[src/rtl/wal_pkg.sv]
package wal_pkg;
  function automatic int next_rows(input int r);
    return (r <= 2) ? r : 2 * (r / 3) + (r % 3);
  endfunction

  function automatic int rows_at(input int r0, input int s);
    int r;
    r = r0;
    for (int k = 0; k < s; k++) r = next_rows(r);
    return r;
  endfunction

  function automatic int num_stages(input int r0);
    int r;
    int s;
    r = r0;
    s = 0;
    while (r > 2) begin
      r = next_rows(r);
      s++;
    end
    return s;
  endfunction
endpackage

[src/rtl/wal_pp_gen.sv]
module wal_pp_gen #(
  parameter int N    = 8,
  parameter int RMAX = 8,
  localparam int W   = 2 * N
) (
  input  logic [N-1:0]           a_i,
  input  logic [N-1:0]           b_i,
  output logic [RMAX-1:0][W-1:0] rows_o
);
  for (genvar i = 0; i < RMAX; i++) begin : g_row
    if (i < N) begin : g_live
      logic [N-1:0] bits;
      assign bits = a_i & {N{b_i[i]}};
      assign rows_o[i] = W'(bits) << i;
    end else begin : g_pad
      assign rows_o[i] = '0;
    end
  end
endmodule

[src/rtl/wal_csa_stage.sv]
module wal_csa_stage #(
  parameter int W    = 16,
  parameter int RIN  = 8,
  parameter int RMAX = 8,
  localparam int GRP  = RIN / 3,
  localparam int ROUT = 2 * GRP + (RIN % 3)
) (
  input  logic [RMAX-1:0][W-1:0] rows_i,
  output logic [RMAX-1:0][W-1:0] rows_o
);
  for (genvar i = 0; i < RMAX; i++) begin : g_out
    if (i < 2 * GRP) begin : g_csa
      localparam int B = 3 * (i / 2);
      logic [W-1:0] x, y, z;
      assign x = rows_i[B];
      assign y = rows_i[B+1];
      assign z = rows_i[B+2];
      if (i % 2 == 0) begin : g_sum
        assign rows_o[i] = x ^ y ^ z;
      end else begin : g_cry
        // carry moves one column up; top carry is beyond the product width
        assign rows_o[i] = ((x & y) | (x & z) | (y & z)) << 1;
      end
    end else if (i < ROUT) begin : g_pass
      assign rows_o[i] = rows_i[3 * GRP + i - 2 * GRP];
    end else begin : g_zero
      assign rows_o[i] = '0;
    end
  end
endmodule

[src/rtl/wal_cla4.sv]
module wal_cla4 (
  input  logic [3:0] a_i,
  input  logic [3:0] b_i,
  input  logic       c_i,
  output logic [3:0] s_o,
  output logic       c_o
);
  logic [3:0] g, p;
  logic [4:0] c;
  assign g = a_i & b_i;
  assign p = a_i ^ b_i;
  assign c[0] = c_i;
  assign c[1] = g[0] | (p[0] & c_i);
  assign c[2] = g[1] | (p[1] & g[0]) | (p[1] & p[0] & c_i);
  assign c[3] = g[2] | (p[2] & g[1]) | (p[2] & p[1] & g[0]) | (p[2] & p[1] & p[0] & c_i);
  assign c[4] = g[3] | (p[3] & g[2]) | (p[3] & p[2] & g[1]) | (p[3] & p[2] & p[1] & g[0])
              | (&p & c_i);
  assign s_o = p ^ c[3:0];
  assign c_o = c[4];
endmodule

[src/rtl/wal_cla.sv]
module wal_cla #(
  parameter int W  = 16,
  localparam int NG = (W + 3) / 4,
  localparam int WP = 4 * NG
) (
  input  logic [W-1:0] a_i,
  input  logic [W-1:0] b_i,
  output logic [W-1:0] s_o
);
  logic [WP-1:0] ap, bp, sp;
  logic [NG:0]   gc;
  assign ap = WP'(a_i);
  assign bp = WP'(b_i);
  assign gc[0] = 1'b0;
  for (genvar g = 0; g < NG; g++) begin : g_grp
    wal_cla4 u_grp (
      .a_i(ap[4*g +: 4]),
      .b_i(bp[4*g +: 4]),
      .c_i(gc[g]),
      .s_o(sp[4*g +: 4]),
      .c_o(gc[g+1])
    );
  end
  assign s_o = sp[W-1:0];
endmodule

[src/rtl/wal_mult.sv]
module wal_mult #(
  parameter int N       = 8,
  parameter bit REG_OUT = 1'b1,
  localparam int W    = 2 * N,
  localparam int RMAX = (N < 2) ? 2 : N,
  localparam int NS   = wal_pkg::num_stages(N)
) (
  input  logic         clk_i,
  input  logic         rst_ni,
  input  logic [N-1:0] mcand_i,
  input  logic [N-1:0] mplier_i,
  output logic [W-1:0] prod_o
);
  logic [RMAX-1:0][W-1:0] lvl [NS+1];
  logic [W-1:0] sum;

  wal_pp_gen #(.N(N), .RMAX(RMAX)) u_pp (
    .a_i(mcand_i), .b_i(mplier_i), .rows_o(lvl[0])
  );

  for (genvar s = 0; s < NS; s++) begin : g_stage
    wal_csa_stage #(.W(W), .RIN(wal_pkg::rows_at(N, s)), .RMAX(RMAX)) u_stg (
      .rows_i(lvl[s]), .rows_o(lvl[s+1])
    );
  end

  wal_cla #(.W(W)) u_add (
    .a_i(lvl[NS][0]), .b_i(lvl[NS][1]), .s_o(sum)
  );

  if (REG_OUT) begin : g_reg
    always_ff @(posedge clk_i or negedge rst_ni) begin
      if (!rst_ni) prod_o <= '0;
      else         prod_o <= sum;
    end

    a_r5_registered: assert property (@(posedge clk_i) disable iff (!rst_ni)
      $past(rst_ni) |-> prod_o == $past(W'(mcand_i) * W'(mplier_i)));
    a_r6_reset_clear: assert property (@(posedge clk_i) !rst_ni |-> prod_o == '0);
  end else begin : g_comb
    assign prod_o = sum;
  end

  a_r3_two_rows: assert property (@(posedge clk_i) disable iff (!rst_ni)
    W'(lvl[NS][0] + lvl[NS][1]) == W'(W'(mcand_i) * W'(mplier_i)));
  a_r4_final_add: assert property (@(posedge clk_i) disable iff (!rst_ni)
    sum == W'(lvl[NS][0] + lvl[NS][1]));
  a_r2_zero_operand: assert property (@(posedge clk_i) disable iff (!rst_ni)
    (mcand_i == '0 || mplier_i == '0) |-> sum == '0);
endmodule

[config.mk]
export PLATFORM = sky130hd
export DESIGN_NAME = wal_mult
export DESIGN_NICKNAME = d
export VERILOG_FILES = /design/src/rtl/wal_pkg.sv /design/src/rtl/wal_pp_gen.sv /design/src/rtl/wal_csa_stage.sv /design/src/rtl/wal_cla4.sv /design/src/rtl/wal_cla.sv /design/src/rtl/wal_mult.sv
export SDC_FILE = /design/constraint.sdc
export NUM_CORES = 1
export LEC_CHECK = 0
export BUFFER_PORTS_ARGS = -buffer_cell sky130_fd_sc_hd__buf_4
export CAP_MARGIN = 30
export CORE_MARGIN = 1
export CORE_UTILIZATION = 50
export DETAILED_ROUTE_END_ITERATION = 8
export GPL_TIMING_DRIVEN = 0
export PLACE_DENSITY = 0.73
export SLEW_MARGIN = 15
export SYNTH_ARGS = -nofsm -noshare
export SYNTH_HDL_FRONTEND = slang
export SYNTH_SLANG_ARGS = --single-unit
export TNS_END_PERCENT = 30
[constraint.sdc]
create_clock -name clk_i -period 1.7 [get_ports clk_i]
set_clock_uncertainty 0.2 [all_clocks]
set_input_delay 0.17 -clock clk_i [delete_from_list [all_inputs] [get_ports clk_i]]
set_output_delay 0.17 -clock clk_i [all_outputs]
set_load 0.03 [all_outputs]
# == Word-level counts from Yosys, hierarchy flattened ==
# Index checks and enable logic that the tools add are counted.
# word_totals
reg_bits,16
output_inout_bits,16
latch_bits,0
mem_count,0
rom_bits,0
word_cells,145
mem_bits_rw,0
inputBits,18
# op_classes
div,0
shifts,0
reduce_logical,2
addsub,0
n_bitwise,142
mul,0
n_eq_ne,0
n_mux,0
order_cmp,0
# op_table
op,n
$and 15x15->15,10
$or 15x15->15,9
$and 8x8->8,8
$xor 16x16->16,4
$and 1x1->1,48
$or 1x1->1,32
$xor 4x4->4,8
$xor 10x16->16,1
$xor 16x13->16,1
$xor 16x15->16,1
$and 14x15->15,1
$and 15x14->15,1
$or 15x10->15,1
$xor 14x14->14,1
$and 11x13->13,1
$and 12x13->13,1
$or 12x13->13,1
$or 13x13->13,1
$xor 12x13->13,1
$and 11x12->12,1
$and 4x4->4,3
$xor 11x12->12,1
$and 8x10->10,1
$and 9x10->10,1
other kinds (5),6

# == Longest topological paths before layout ==
# depth
depth_word,25
ltp_mapped,15
ltp_nobuf,15

# == Modules after synthesis ==
# From an unflattened synthesis, not the netlist that was laid out.
# hier_totals
hier_cells,640
hier_area_um2,6286.0
# by_module_without_submodules
module,cells_per_inst,instances,seq_area_each_um2,area_each_um2
wal_csa_stage at g_stage[0].u_stg ...,99,2,0.0,1147.4
wal_csa_stage at g_stage[2].u_stg ...,114,2,0.0,1056.0
wal_pp_gen,129,1,0.0,884.6
wal_cla4,17,4,0.0,147.6
wal_mult,16,1,400.4,400.4
wal_cla,1,1,0.0,3.8

# == Least setup slack after synthesis ==
# Ideal clock, no wire load.
# synth_timing
kind,input-to-reg
start,input port mcand_i[4]
end,register prod_o[13]
required_ns,1.376
t_arrival_ns,3.824
n_path_buf,1
setup_ns,0.124
stages,14
path_slack_ns,-2.448
path_cell_list,clkbuf_1 -> and2_1 -> fa_1 -> inv_1 -> fa_1 -> fa_1 -> fa_1 -> inv_1 -> ha_1 -> o21ai_1 -> nor2_1 -> a41o_1 -> fa_1 -> xor2_1
# synth_via
elab_chain_cells,23
word_cells_on_any_way,81
cone_classes,bitwise: 79; reduce/logical: 2
# synth_lines
item,line,text
start: declaration,wal_mult.sv:10,"input logic [N-1:0] mcand_i,"
$and 8x8->8,wal_pp_gen.sv:13,assign bits = a_i & {N{b_i[i]}};
$and 8x9->9 (tied with other cells),wal_csa_stage.sv:22,assign rows_o[i] = ((x & y) | (x & z) | (y & z)) << 1;
$or 15x15->15 / $xor 9x10->10 (equally long branches),"wal_csa_stage.sv:22, wal_csa_stage.sv:19",
$or 15x10->15 / $and 15x15->15 (equally long branches),wal_csa_stage.sv:22,
$and 15x15->15 (tied with other cells),wal_csa_stage.sv:22,
$or 15x15->15 / $xor 16x13->16 (equally long branches),"wal_csa_stage.sv:22, wal_csa_stage.sv:19",
$or 15x15->15 / $and 15x15->15 (equally long branches),wal_csa_stage.sv:22,
$and 15x15->15 (tied with other cells),wal_csa_stage.sv:22,
[8 not listed],--,
$or 1x1->1,wal_cla4.sv:16,assign c[4] = g[3] | (p[3] & g[2]) | (p[3] & p[2] & g[1]) | (p[3] & p[2] & p[1] & g[0])
$or 1x1->1,wal_cla4.sv:17,| (&p & c_i);
$and 1x1->1,wal_cla4.sv:17,
$or 1x1->1,wal_cla4.sv:17,
$and 1x1->1,wal_cla4.sv:13,assign c[1] = g[0] | (p[0] & c_i);
$or 1x1->1,wal_cla4.sv:13,
$xor 4x4->4 *,wal_cla4.sv:18,assign s_o = p ^ c[3:0];
named net sum[13],wal_mult.sv:15,logic [W-1:0] sum;
end signal: assignment,wal_mult.sv:34,else prod_o <= sum;
end: declaration,wal_mult.sv:12,output logic [W-1:0] prod_o
# The timed path passes the listed nets; every way through them passes the cells marked *.

# == Final worst setup path ==
# layout_timing
start,input port mcand_i[2]
end,register prod_o[13]
# layout_via
elab_chain_cells,24
word_cells_on_any_way,89
cone_classes,bitwise: 87; reduce/logical: 2
# layout_lines
item,line
$and 8x8->8,wal_pp_gen.sv:13
$and 8x9->9 / $and 8x10->10 (equally long branches),wal_csa_stage.sv:22
$or 15x15->15,wal_csa_stage.sv:22
$or 15x10->15,wal_csa_stage.sv:22
$and 15x15->15,wal_csa_stage.sv:22
$or 15x15->15 (2 in series),wal_csa_stage.sv:22
$and 15x15->15,wal_csa_stage.sv:22
$or 15x15->15 (2 in series),wal_csa_stage.sv:22
[7 not listed],--
$or 1x1->1,wal_cla4.sv:16
$or 1x1->1,wal_cla4.sv:17
$and 1x1->1,wal_cla4.sv:17
$or 1x1->1 *,wal_cla4.sv:17
$and 1x1->1 *,wal_cla4.sv:13
$or 1x1->1 *,wal_cla4.sv:13
$xor 4x4->4 *,wal_cla4.sv:18
named net sum[13],wal_mult.sv:15
# Marked as above.

==> flow_metrics.tcl <==
set metrics [dict create \
    status "finished with violations" \
    violations "negative setup slack" \
    hold_viol_final 0 \
    yosys.area_share.simple 0.1790 \
    io_pins 34 \
    gp_congestion 0.7829 \
    netlist_instances 215 \
    start_util 0.5380 \
    ys_types 29 \
    clock_power_share 0.090 \
    crit_fanout 5 \
    critPathKind "in2reg" \
    p_sw_mw 1.591 \
    numCtsBuffers 3 \
    track_usage 0.2229 \
    muxShareOfSynthArea 0 \
    arrival_ns 3.71 \
    min_to "prod_o[0]" \
    grt-ovfl-total 0 \
    worstSetupEndpointType "register" \
    reg.largest.list "prod_o (16)" \
    clkSinkCount 16 \
    mostFrequentLayoutCells "buf_4, nand2_1, fa_1, inv_1, and2_1" \
    worst_slack_ns -2.084 \
    die-area_um2 4730 \
    p_comb_frac 0.750 \
    switching_share 0.4346 \
    seqPwrFrac 0.161 \
    netlist.area_leader.share 0.3681 \
    drt_iter0_markers 55 \
    worstMarginPinSlew_ns 0.3102 \
    detailed_place_hpwl_um 3430 \
    die_h_um 68.78 \
    synth_top_family_by_area "adder cells" \
    rsz0062_at_grt "true" \
    cts.root.buffer_cell "clkbuf_8" \
    vias_per_cell 5.197 \
    cts_tree "yes" \
    multi_input_area_um2 1854 \
    fin_nets 349 \
    antenna_found_initial 0 \
    fin_crit_sh 2.226 \
    top_register "prod_o" \
    ir_worst_vdd_mv 0.9641 \
    worstPathRequired_ns 1.63 \
    syn_area_per_cell_um2 10.37 \
    hold_path_class "in2reg" \
    syn2layout_area_growth_pct 29.74 \
    synth_fa_ha_area_frac 0.5084 \
    wl_per_cell_um 14.02 \
    slowest_stage "fa_2" \
    grt_pass1_wl_um 7631 \
    largest_reg_flops 16 \
    vias 1632 \
    holdPathStages 2 \
    port_buffers 32 \
    fin_crit_ns 3.784 \
    synth_area_leader_cell "fa_1" \
    yosysSeqAreaShare 0.1796 \
    drc 0 \
    nFillCells 320 \
    cts_max_level 1 \
    dp_slack_ns -2.469 \
    relSlewSlack 0.7926 \
    yosys_warnings 0 \
    grt_start_max_net_pins 17 \
    wirelength_um 4402 \
    min_from "mplier_i[0]" \
    crit_path_frequent_cell "fa_2" \
    crit_buf_inv 3 \
    ys_seq_elements 16 \
    setup_viol 13 \
    drive_above_1_share 0.3144 \
    synth_compound_area_frac 0.05051 \
    critPathMaxStageDelay_ns 0.56 \
    synth_nets 299 \
    leakage_nw 1.416 \
    clk_pin_slew_ns 0.06 \
    critPathLaunchType "primary input" \
    drt-pass1-iter-count 4 \
    setup_tns_ns -20.04 \
    p_per_area_nw_per_um2 1266 \
    drv_cap 0 \
    synthTopCellsByArea "fa_1, dfrtp_1, ha_1" \
    fmax_mhz 264.3 \
    die_w_um 68.78 \
    first_global_vias 1793 \
    final_common_cell "buf_4" \
    rows 23 \
    fp.coreArea_um2 4144 \
    maxSlewViolCount 0 \
    antenna_left 0 \
    clk_path_buf_depth 2 \
    path_delay_family "adder cells" \
    p_int_mw 2.070 \
    cp_cell_sequence "buf_12 > and2_4 > fa_2 > inv_2 > fa_1 > fa_2 > fa_1 > inv_2 > ha_4 > a211oi_4 > nor2_1 > a41o_1 > fa_2 > xor2_1" \
    seqCellArea_um2 400.4 \
    synth_xor_area_frac 0.02357 \
    num_antenna_cells 0 \
    synth_area_um2 2230 \
]
[worst max-delay path by stage]
stage | start | endpoint | cells past startpoint
6_report | mcand_i[2] | prod_o[13] | 14
5_1_grt | mcand_i[2] | prod_o[13] | 14
4_1_cts | mplier_i[5] | prod_o[13] | 14
3_5_place_dp | mplier_i[5] | prod_o[13] | 14
3_3_place_gp | mplier_i[5] | prod_o[13] | 14
2_1_floorplan | mcand_i[4] | prod_o[13] | 14
[layout make-up]
cell class              count  area share
multi-input cells         164      0.6410
flip-flops and latches     16      0.1384
repair buffers             45      0.1306
inverters                  34     0.04412
well taps                  50     0.02163
clock buffers               4     0.01903
plain buffers               1    0.005190
[per-layer routing]
metal | vias up | wire length (um) | track usage
li1 | 765 | - | -
met1 | 827 | 1785 | 0.2631
met2 | 33 | 2422 | 0.4191
met3 | 7 | 137 | 0.02961
met4 | 0 | 57 | 0.06378
met5 | - | 0 | 0
[power by group through the flow]
stage               Combinational (mW)  Clock (mW)  Sequential [mW]
finish                            2.74       0.329            0.588
global route                      3.06       0.362            0.606
CTS                               2.61       0.341            0.591
detailed placement                2.32           0            0.598
global placement                  2.26           0            0.592
floorplan                         1.39           0            0.910
[Yosys cell counts, drive strengths merged]
cell type / number
o21ai: 3
a21oi: 3
nor4b: 1
inv: 34
a41o: 1
nor3: 1
and2b: 1
a21o: 4
nor2b: 1
a221oi: 1
or2b: 1
a211oi: 1
clkbuf: 1
o22ai: 1
o21bai: 1
or4: 1
dfrtp: 16
xnor2: 3
ha: 25
nor2: 2
nand4: 1
nand2: 33
nand3: 1
and2: 33
a31oi: 1
fa: 41
xor2: 3
[through the flow]
step | cells | hold slack (ns) | utilization | area (um2) | total power, mW
2_1_floorplan | 215 | -0.3256 | - | 2300 | 2.298
3_3_place_gp | 297 | -0.1680 | 0.6280 | 2603 | 2.852
3_5_place_dp | 297 | -0.1650 | 0.6280 | 2603 | 2.920
4_1_cts | 310 | 0.004372 | 0.6824 | 2828 | 3.542
5_1_grt | 314 | 0.01648 | 0.6981 | 2893 | 4.030
6_report | 314 | 0.01730 | 0.6981 | 2893 | 3.661
[cell families after synthesis]
group,after synthesis
buffers and inverters,35
and+or+nand+nor,76
xor gates and xnor gates,6
DFF,16
AOI/OAI and AO/OA,16
adders and majority gates,66
[what timing repair did]
item | 4_1_cts | 5_1_grt
gates resized for setup | 23 | 12
hold buffers | 2 | 0
gates cloned | 0 | 0
buffers inserted | 7 | 4
hold endpoints to repair | 17 | 0
setup endpoints to repair | 13 | 13
pin swaps | 13 | 12
No activity file was read; power rests on OpenSTA's default activity.
